<file path="src/rtl/rf_pkg.sv">
package rf_pkg;

  typedef enum logic [2:0] {
    MD_USR = 3'd0,
    MD_FIQ = 3'd1,
    MD_IRQ = 3'd2,
    MD_SVC = 3'd3,
    MD_ABT = 3'd4,
    MD_UND = 3'd5,
    MD_RSV = 3'd6,
    MD_SYS = 3'd7
  } mode_e;

  localparam int LOG_REGS   = 16;
  localparam int SP_IDX     = 13;
  localparam int LR_IDX     = 14;
  localparam int FIQ_LO     = 8;
  localparam int FIQ_HI     = 14;
  localparam int FIQ_COUNT  = FIQ_HI - FIQ_LO + 1;
  localparam int PAIR_MODES = 4;
  localparam int FIQ_BASE   = LOG_REGS;
  localparam int PAIR_BASE  = FIQ_BASE + FIQ_COUNT;
  localparam int PHYS_REGS  = PAIR_BASE + 2 * PAIR_MODES;
  localparam int SPS_REGS   = PAIR_MODES + 1;

  // slot of the private r13/r14 pair, -1 when the mode has none
  function automatic int pair_slot(mode_e m);
    case (m)
      MD_IRQ:  return 0;
      MD_SVC:  return 1;
      MD_ABT:  return 2;
      MD_UND:  return 3;
      default: return -1;
    endcase
  endfunction

  // slot of the private saved-status word, -1 when the mode has none
  function automatic int sps_slot(mode_e m);
    case (m)
      MD_FIQ:  return 0;
      MD_IRQ:  return 1;
      MD_SVC:  return 2;
      MD_ABT:  return 3;
      MD_UND:  return 4;
      default: return -1;
    endcase
  endfunction

endpackage

</file>
<file path="src/rtl/rf_map.sv">
module rf_map
  import rf_pkg::*;
#(
  parameter int PIDX_W = 5
) (
  input  logic [2:0]        mode_i,
  input  logic [3:0]        lidx_i,
  output logic [PIDX_W-1:0] pidx_o
);

  mode_e md;
  int    li;
  int    ps;
  int    t;

  always_comb begin
    md = mode_e'(mode_i);
    li = int'(lidx_i);
    ps = pair_slot(md);
    t  = li;
    if (md == MD_FIQ && li >= FIQ_LO && li <= FIQ_HI) begin
      t = FIQ_BASE + li - FIQ_LO;
    end else if (ps >= 0 && (li == SP_IDX || li == LR_IDX)) begin
      t = PAIR_BASE + 2 * ps + (li - SP_IDX);
    end
    pidx_o = PIDX_W'(t);
  end

endmodule

</file>
<file path="src/rtl/rf_core.sv">
module rf_core #(
  parameter int DATA_W   = 32,
  parameter int NUM_PHYS = 31,
  parameter int PIDX_W   = 5
) (
  input  logic              clk,
  input  logic              rst_n,
  input  logic              we,
  input  logic [PIDX_W-1:0] wpidx,
  input  logic [DATA_W-1:0] wdata,
  input  logic [PIDX_W-1:0] rapidx,
  output logic [DATA_W-1:0] radata,
  input  logic [PIDX_W-1:0] rbpidx,
  output logic [DATA_W-1:0] rbdata
);

  logic [DATA_W-1:0] mem [NUM_PHYS];

  always_ff @(posedge clk or negedge rst_n) begin
    if (!rst_n) begin
      for (int k = 0; k < NUM_PHYS; k++) mem[k] <= '0;
    end else if (we) begin
      for (int k = 0; k < NUM_PHYS; k++) begin
        if (wpidx == PIDX_W'(k)) mem[k] <= wdata;
      end
    end
  end

  always_comb begin
    radata = '0;
    rbdata = '0;
    for (int k = 0; k < NUM_PHYS; k++) begin
      if (rapidx == PIDX_W'(k)) radata = mem[k];
      if (rbpidx == PIDX_W'(k)) rbdata = mem[k];
    end
  end

endmodule

</file>
<file path="src/rtl/rf_status.sv">
module rf_status #(
  parameter int DATA_W  = 32,
  parameter int NUM_SPS = 5,
  parameter int SLOT_W  = 3
) (
  input  logic              clk,
  input  logic              rst_n,
  input  logic              slot_vld,
  input  logic [SLOT_W-1:0] slot,
  input  logic              sps_we,
  input  logic [DATA_W-1:0] sps_wdata,
  output logic [DATA_W-1:0] sps_rdata,
  input  logic              cs_we,
  input  logic [DATA_W-1:0] cs_wdata,
  output logic [DATA_W-1:0] cs_rdata
);

  logic [DATA_W-1:0] sps_q [NUM_SPS];
  logic [DATA_W-1:0] cs_q;

  always_ff @(posedge clk or negedge rst_n) begin
    if (!rst_n) begin
      for (int k = 0; k < NUM_SPS; k++) sps_q[k] <= '0;
      cs_q <= '0;
    end else begin
      if (sps_we && slot_vld) begin
        for (int k = 0; k < NUM_SPS; k++) begin
          if (slot == SLOT_W'(k)) sps_q[k] <= sps_wdata;
        end
      end
      if (cs_we) cs_q <= cs_wdata;
    end
  end

  always_comb begin
    sps_rdata = '0;
    if (slot_vld) begin
      for (int k = 0; k < NUM_SPS; k++) begin
        if (slot == SLOT_W'(k)) sps_rdata = sps_q[k];
      end
    end
  end

  assign cs_rdata = cs_q;

endmodule

</file>
<file path="src/rtl/mode_regfile.sv">
module mode_regfile
  import rf_pkg::*;
#(
  parameter int DATA_W = 32
) (
  input  logic              clk,
  input  logic              rst_n,
  input  logic [2:0]        mode,
  input  logic [3:0]        ra_idx,
  output logic [DATA_W-1:0] ra_data,
  input  logic [3:0]        rb_idx,
  output logic [DATA_W-1:0] rb_data,
  input  logic              wr_en,
  input  logic [3:0]        wr_idx,
  input  logic [DATA_W-1:0] wr_data,
  input  logic              sps_wr_en,
  input  logic [DATA_W-1:0] sps_wdata,
  output logic [DATA_W-1:0] sps_rdata,
  input  logic              cs_wr_en,
  input  logic [DATA_W-1:0] cs_wdata,
  output logic [DATA_W-1:0] cs_rdata
);

  localparam int PIDX_W = $clog2(PHYS_REGS);
  localparam int SLOT_W = $clog2(SPS_REGS);
  localparam int NPORTS = 3;

  logic [3:0]        map_l [NPORTS];
  logic [PIDX_W-1:0] map_p [NPORTS];
  logic [PIDX_W-1:0] ra_pidx;
  logic [PIDX_W-1:0] rb_pidx;
  logic [PIDX_W-1:0] wr_pidx;

  assign map_l[0] = ra_idx;
  assign map_l[1] = rb_idx;
  assign map_l[2] = wr_idx;

  for (genvar g = 0; g < NPORTS; g++) begin : g_map
    rf_map #(.PIDX_W(PIDX_W)) u_map (
      .mode_i (mode),
      .lidx_i (map_l[g]),
      .pidx_o (map_p[g])
    );
  end

  assign ra_pidx = map_p[0];
  assign rb_pidx = map_p[1];
  assign wr_pidx = map_p[2];

  rf_core #(.DATA_W(DATA_W), .NUM_PHYS(PHYS_REGS), .PIDX_W(PIDX_W)) u_core (
    .clk    (clk),
    .rst_n  (rst_n),
    .we     (wr_en),
    .wpidx  (wr_pidx),
    .wdata  (wr_data),
    .rapidx (ra_pidx),
    .radata (ra_data),
    .rbpidx (rb_pidx),
    .rbdata (rb_data)
  );

  int                sl;
  logic              slot_vld;
  logic [SLOT_W-1:0] slot;

  always_comb begin
    sl       = sps_slot(mode_e'(mode));
    slot_vld = (sl >= 0);
    slot     = slot_vld ? SLOT_W'(sl) : '0;
  end

  rf_status #(.DATA_W(DATA_W), .NUM_SPS(SPS_REGS), .SLOT_W(SLOT_W)) u_status (
    .clk       (clk),
    .rst_n     (rst_n),
    .slot_vld  (slot_vld),
    .slot      (slot),
    .sps_we    (sps_wr_en),
    .sps_wdata (sps_wdata),
    .sps_rdata (sps_rdata),
    .cs_we     (cs_wr_en),
    .cs_wdata  (cs_wdata),
    .cs_rdata  (cs_rdata)
  );

endmodule

</file>
<file path="config.mk">
export PLATFORM = sky130hd
export DESIGN_NAME = mode_regfile
export DESIGN_NICKNAME = d
export VERILOG_FILES = /design/src/rtl/rf_pkg.sv /design/src/rtl/rf_map.sv /design/src/rtl/rf_core.sv /design/src/rtl/rf_status.sv /design/src/rtl/mode_regfile.sv
export SDC_FILE = /design/constraint.sdc
export NUM_CORES = 2
export LEC_CHECK = 0
export ABC_AREA = 0
export CORE_UTILIZATION = 30
export DETAILED_ROUTE_END_ITERATION = 7
export DONT_BUFFER_PORTS = 1
export GPL_ROUTABILITY_DRIVEN = 0
export GPL_TIMING_DRIVEN = 0
export MAX_ROUTING_LAYER = met4
export PLACE_DENSITY = 0.53
export RECOVER_POWER = 50
export SLEW_MARGIN = 20
export SYNTH_ARGS = -nofsm -noshare
export SYNTH_HDL_FRONTEND = slang
export SYNTH_SLANG_ARGS = --single-unit
</file>
<file path="constraint.sdc">
create_clock -name clk -period 4.85 [get_ports clk]
set_clock_uncertainty 0.2 [all_clocks]
set_input_delay 0.2425 -clock clk [delete_from_list [all_inputs] [get_ports clk]]
set_output_delay 0.2425 -clock clk [all_outputs]
set_load 0.1 [all_outputs]
</file>
==> flow_metrics.py <==
metrics = {
    "status": {
        "status": "complete, but fails checks",
        "violations": "design-rule violations, max-capacitance violations, max-slew violations, negative setup slack",
    },
    "setup_path": {
        "crit_path_start_kind": "input pin",
        "cp.required_ns": 4.41,
        "arrival_ns": 5.06,
        "worstPathMaxFanout": 10,
        "endpoint_kind": "primary output",
        "worstSetupPathType": "in -> out",
    },
    "logic_synthesis": {
        "synth.top_cells.by_count": "mux2_2, dfrtp_1, o22ai_1",
        "synth_edf_count": 0,
        "synth_top_area_share_pct": 48.8,
        "async_reset_ff_share_pct": 100,
        "ys_seq_elements": 1184,
        "synth_most_common_cell": "mux2_2",
        "seq_area_frac_synth_pct": 48.8,
        "synthesis.nets": 5389,
        "synth_top_cell_by_area": "dfrtp_1",
        "netlist_area_sq_um": 60700,
        "postSynthAreaPerCell_sq_um": 11.5,
        "synth_area_leaders": "dfrtp_1, mux2_2, o22ai_1, a221oi_1, a22oi_1",
        "synthFlopType": "dfrtp_1",
        "synth_cell_type_count": 103,
        "syn_inst": 5257,
        "yosys_warnings": 0,
    },
    "floorplan": {
        "dieWidth_um": 452,
        "core-area_sq_um": 200000,
        "die_area_sq_um": 204000,
        "die_h_um": 452,
        "rows": 164,
        "initial_core_util_pct": 30.3,
        "io_pins": 244,
    },
    "power_and_ir_drop": {
        "combPwrFrac_pct": 26.3,
        "switching_share_pct": 35.7,
        "powerDensity_nw_per_um2": 419,
        "p_sw_uw": 12300,
        "intPower_uw": 22300,
        "p_leak_uw": 0.0350,
        "clockPowerShare_pct": 33.2,
        "p_total_uw": 34600,
        "peakVddDrop_uv": 286,
        "pwr-share-seq_pct": 40.5,
    },
    "timing": {
        "finalSetupViolations": 64,
        "max-slew-margin-rel_pct": -128,
        "finalMaxSlewViolations": 557,
        "hold_viol": 0,
        "setup_ws_ns": -0.654,
        "holdWs_ns": 0.0519,
        "finalCriticalPeriod_ns": 5.50,
        "worstMarginPinSlew_ns": 3.42,
        "fmax_ghz": 0.182,
        "period_share_pct": 113,
        "rsz0062_at_grt": "yes",
    },
    "finish": {
        "stdcell_count": 8783,
        "drive_gt1_share_pct": 47.3,
        "layout.nets": 6102,
        "finalInstanceArea_sq_um": 82700,
        "utilization_pct": 41.3,
        "syn_to_final_growth_pct": 36.3,
    },
    "cts": {
        "cts_sinks": 1184,
        "cts_tree": "done",
        "clock_path_buffers": 3,
        "clockRootBuffer": "clkbuf_16",
        "cts_buffers": 141,
        "htreeDepth": 4,
        "path_clk_slew_ns": 0.06,
        "clk_latency_ns": 0.83,
    },
    "routing": {
        "vias_per_cell": 6.48,
        "postRouteAntennaNets": 0,
        "drc_errors": 136,
        "wirelength_um": 325000,
        "dr.pass1.iters": 8,
        "wire_per_inst_um": 37.0,
        "vias": 56900,
        "drt_iter0_markers": 10000,
    },
    "global_route": {
        "grtUsageMet3_pct": 12.4,
        "grt_pass1_wl_um": 443000,
        "track_usage_pct": 31.7,
        "grt-ovfl-total": 0,
        "gr-usage-met1_pct": 37.3,
        "antenna_found_initial": 23,
        "gr-usage-met2_pct": 43.6,
        "grt_max_degree": 214,
        "first_global_vias": 54900,
        "grt_busiest_layer": "met2",
    },
    "place": {
        "io_buffers": 0,
        "dp_hpwl_um": 233000,
        "dp_cells": 7954,
        "place_area_sq_um": 66200,
    },
    "worst_hold_path": {
        "hold_class": "in -> reg",
    },
    "job": {
        "cap_violations": 4,
    },
}
## path summary, 6_finish.rpt
kind,end,from,slack (ns),cells after the start
min reg2reg,u_status.sps_q[68],u_status.sps_q[68],0.30,1
max,ra_data[27],mode[2],-0.65,20
max reg2reg,u_status.cs_rdata[16],u_status.cs_rdata[16],2.79,2
max in group asynchronous,u_core.mem[467],rst_n,0.02,5
min,u_status.sps_q[137],sps_wdata[9],0.05,2
min in group asynchronous,u_status.sps_q[140],rst_n,0.95,3
## repair_timing
item,4_1_cts,5_1_grt
hold buffers,140,2
cloned,5,2
resized for setup,1338,342
pin swaps,285,272
setup buffers,257,144
endpoints found under the setup margin,280,64
endpoints found under the hold margin,1369,20
## power groups by stage
stage	clock network, uW	registers, uW	logic (uW)
6_report	11500	14000	9090
5_1_grt	11900	14200	9290
4_1_cts	11500	13800	8550
3_5_place_dp	0	13900	7390
3_3_place_gp	0	13900	6670
2_1_floorplan	0	13300	5040
## final cells by class
class	count	area, sq um
fill	18800	118000
multi-input combinational	3559	34200
sequential	1184	29600
timing repair buffer	581	6070
buffer	483	4270
clock buffer	207	4230
tap	2656	3320
clock inverter	48	699
antenna	45	113
inverter	20	77.6
## layer usage
metal  wire [um]  up-vias
li1            -    21900
met1      118000    28600
met2      132000     4865
met3       44200     1560
met4       30800        0
met5           0        -
## placed cells by master (no fill, tap or decap), types with 70 or more instances in the layout
master	synthesis	layout
nor2_1	247	191
clkbuf_1	282	164
dlygate4sd3_1	0	140
a22oi_1	159	135
o22ai_1	286	221
clkbuf_16	0	186
a21oi_1	166	108
buf_6	2	120
nand2_1	196	155
a222oi_1	101	101
buf_4	5	294
o21ai_0	227	124
a221oi_1	152	94
mux2_2	1201	1201
clkbuf_8	0	82
buf_12	0	70
o221ai_1	86	72
buf_2	154	89
dfrtp_1	1184	1184
## state kept, by name, summed over array words and instances, names as in the netlist
| name | flops |
|---|---|
| u_status.cs_rdata | 32 |
| u_core.mem | 992 |
| u_status.sps_q | 160 |
## critical path: stages
cell and delay, ns:
buf_12 0.11, xnor2_4 0.20, nor2_4 0.07, ha_4 0.31, ha_4 0.21, inv_2 0.06, ha_4 0.12, inv_2 0.03
fa_2 0.39, xor2_4 0.20, o41a_4 0.47, nor3_4 0.25, buf_12 0.18, nand2_1 0.13, clkbuf_8 0.26, o21ai_0 0.51
a21oi_1 0.08, a221oi_1 0.46, o211ai_1 0.43, clkbuf_16 0.34
## metrics by stage
stage                     worst slack, ns  TNS [ns]
after floorplan                    -0.773    -13.77
final                              -0.654    -27.48
after global placement              -4.12   -692.60
after global routing               -0.630   -144.19
after detailed placement            -3.24   -732.69
after CTS                          -0.586    -22.84
## kinds of logic (layout without fill, tap and decap cells)
logic type / after synthesis / after routing / share of synthesized area (%)
AOI/OAI and AO/OA: 1529 / 1529 / 18.0
muxes: 1254 / 1254 / 23.2
DFF: 1184 / 1184 / 48.8
and+or+nand+nor: 749 / 749 / 5.82
buffers and inverters: 514 / 1339 / 3.55
adders and majority gates: 16 / 16 / 0.367
xor gates and xnor gates: 11 / 11 / 0.245
other: 0 / 45 / 0
(Power assumes the default switching activity.)
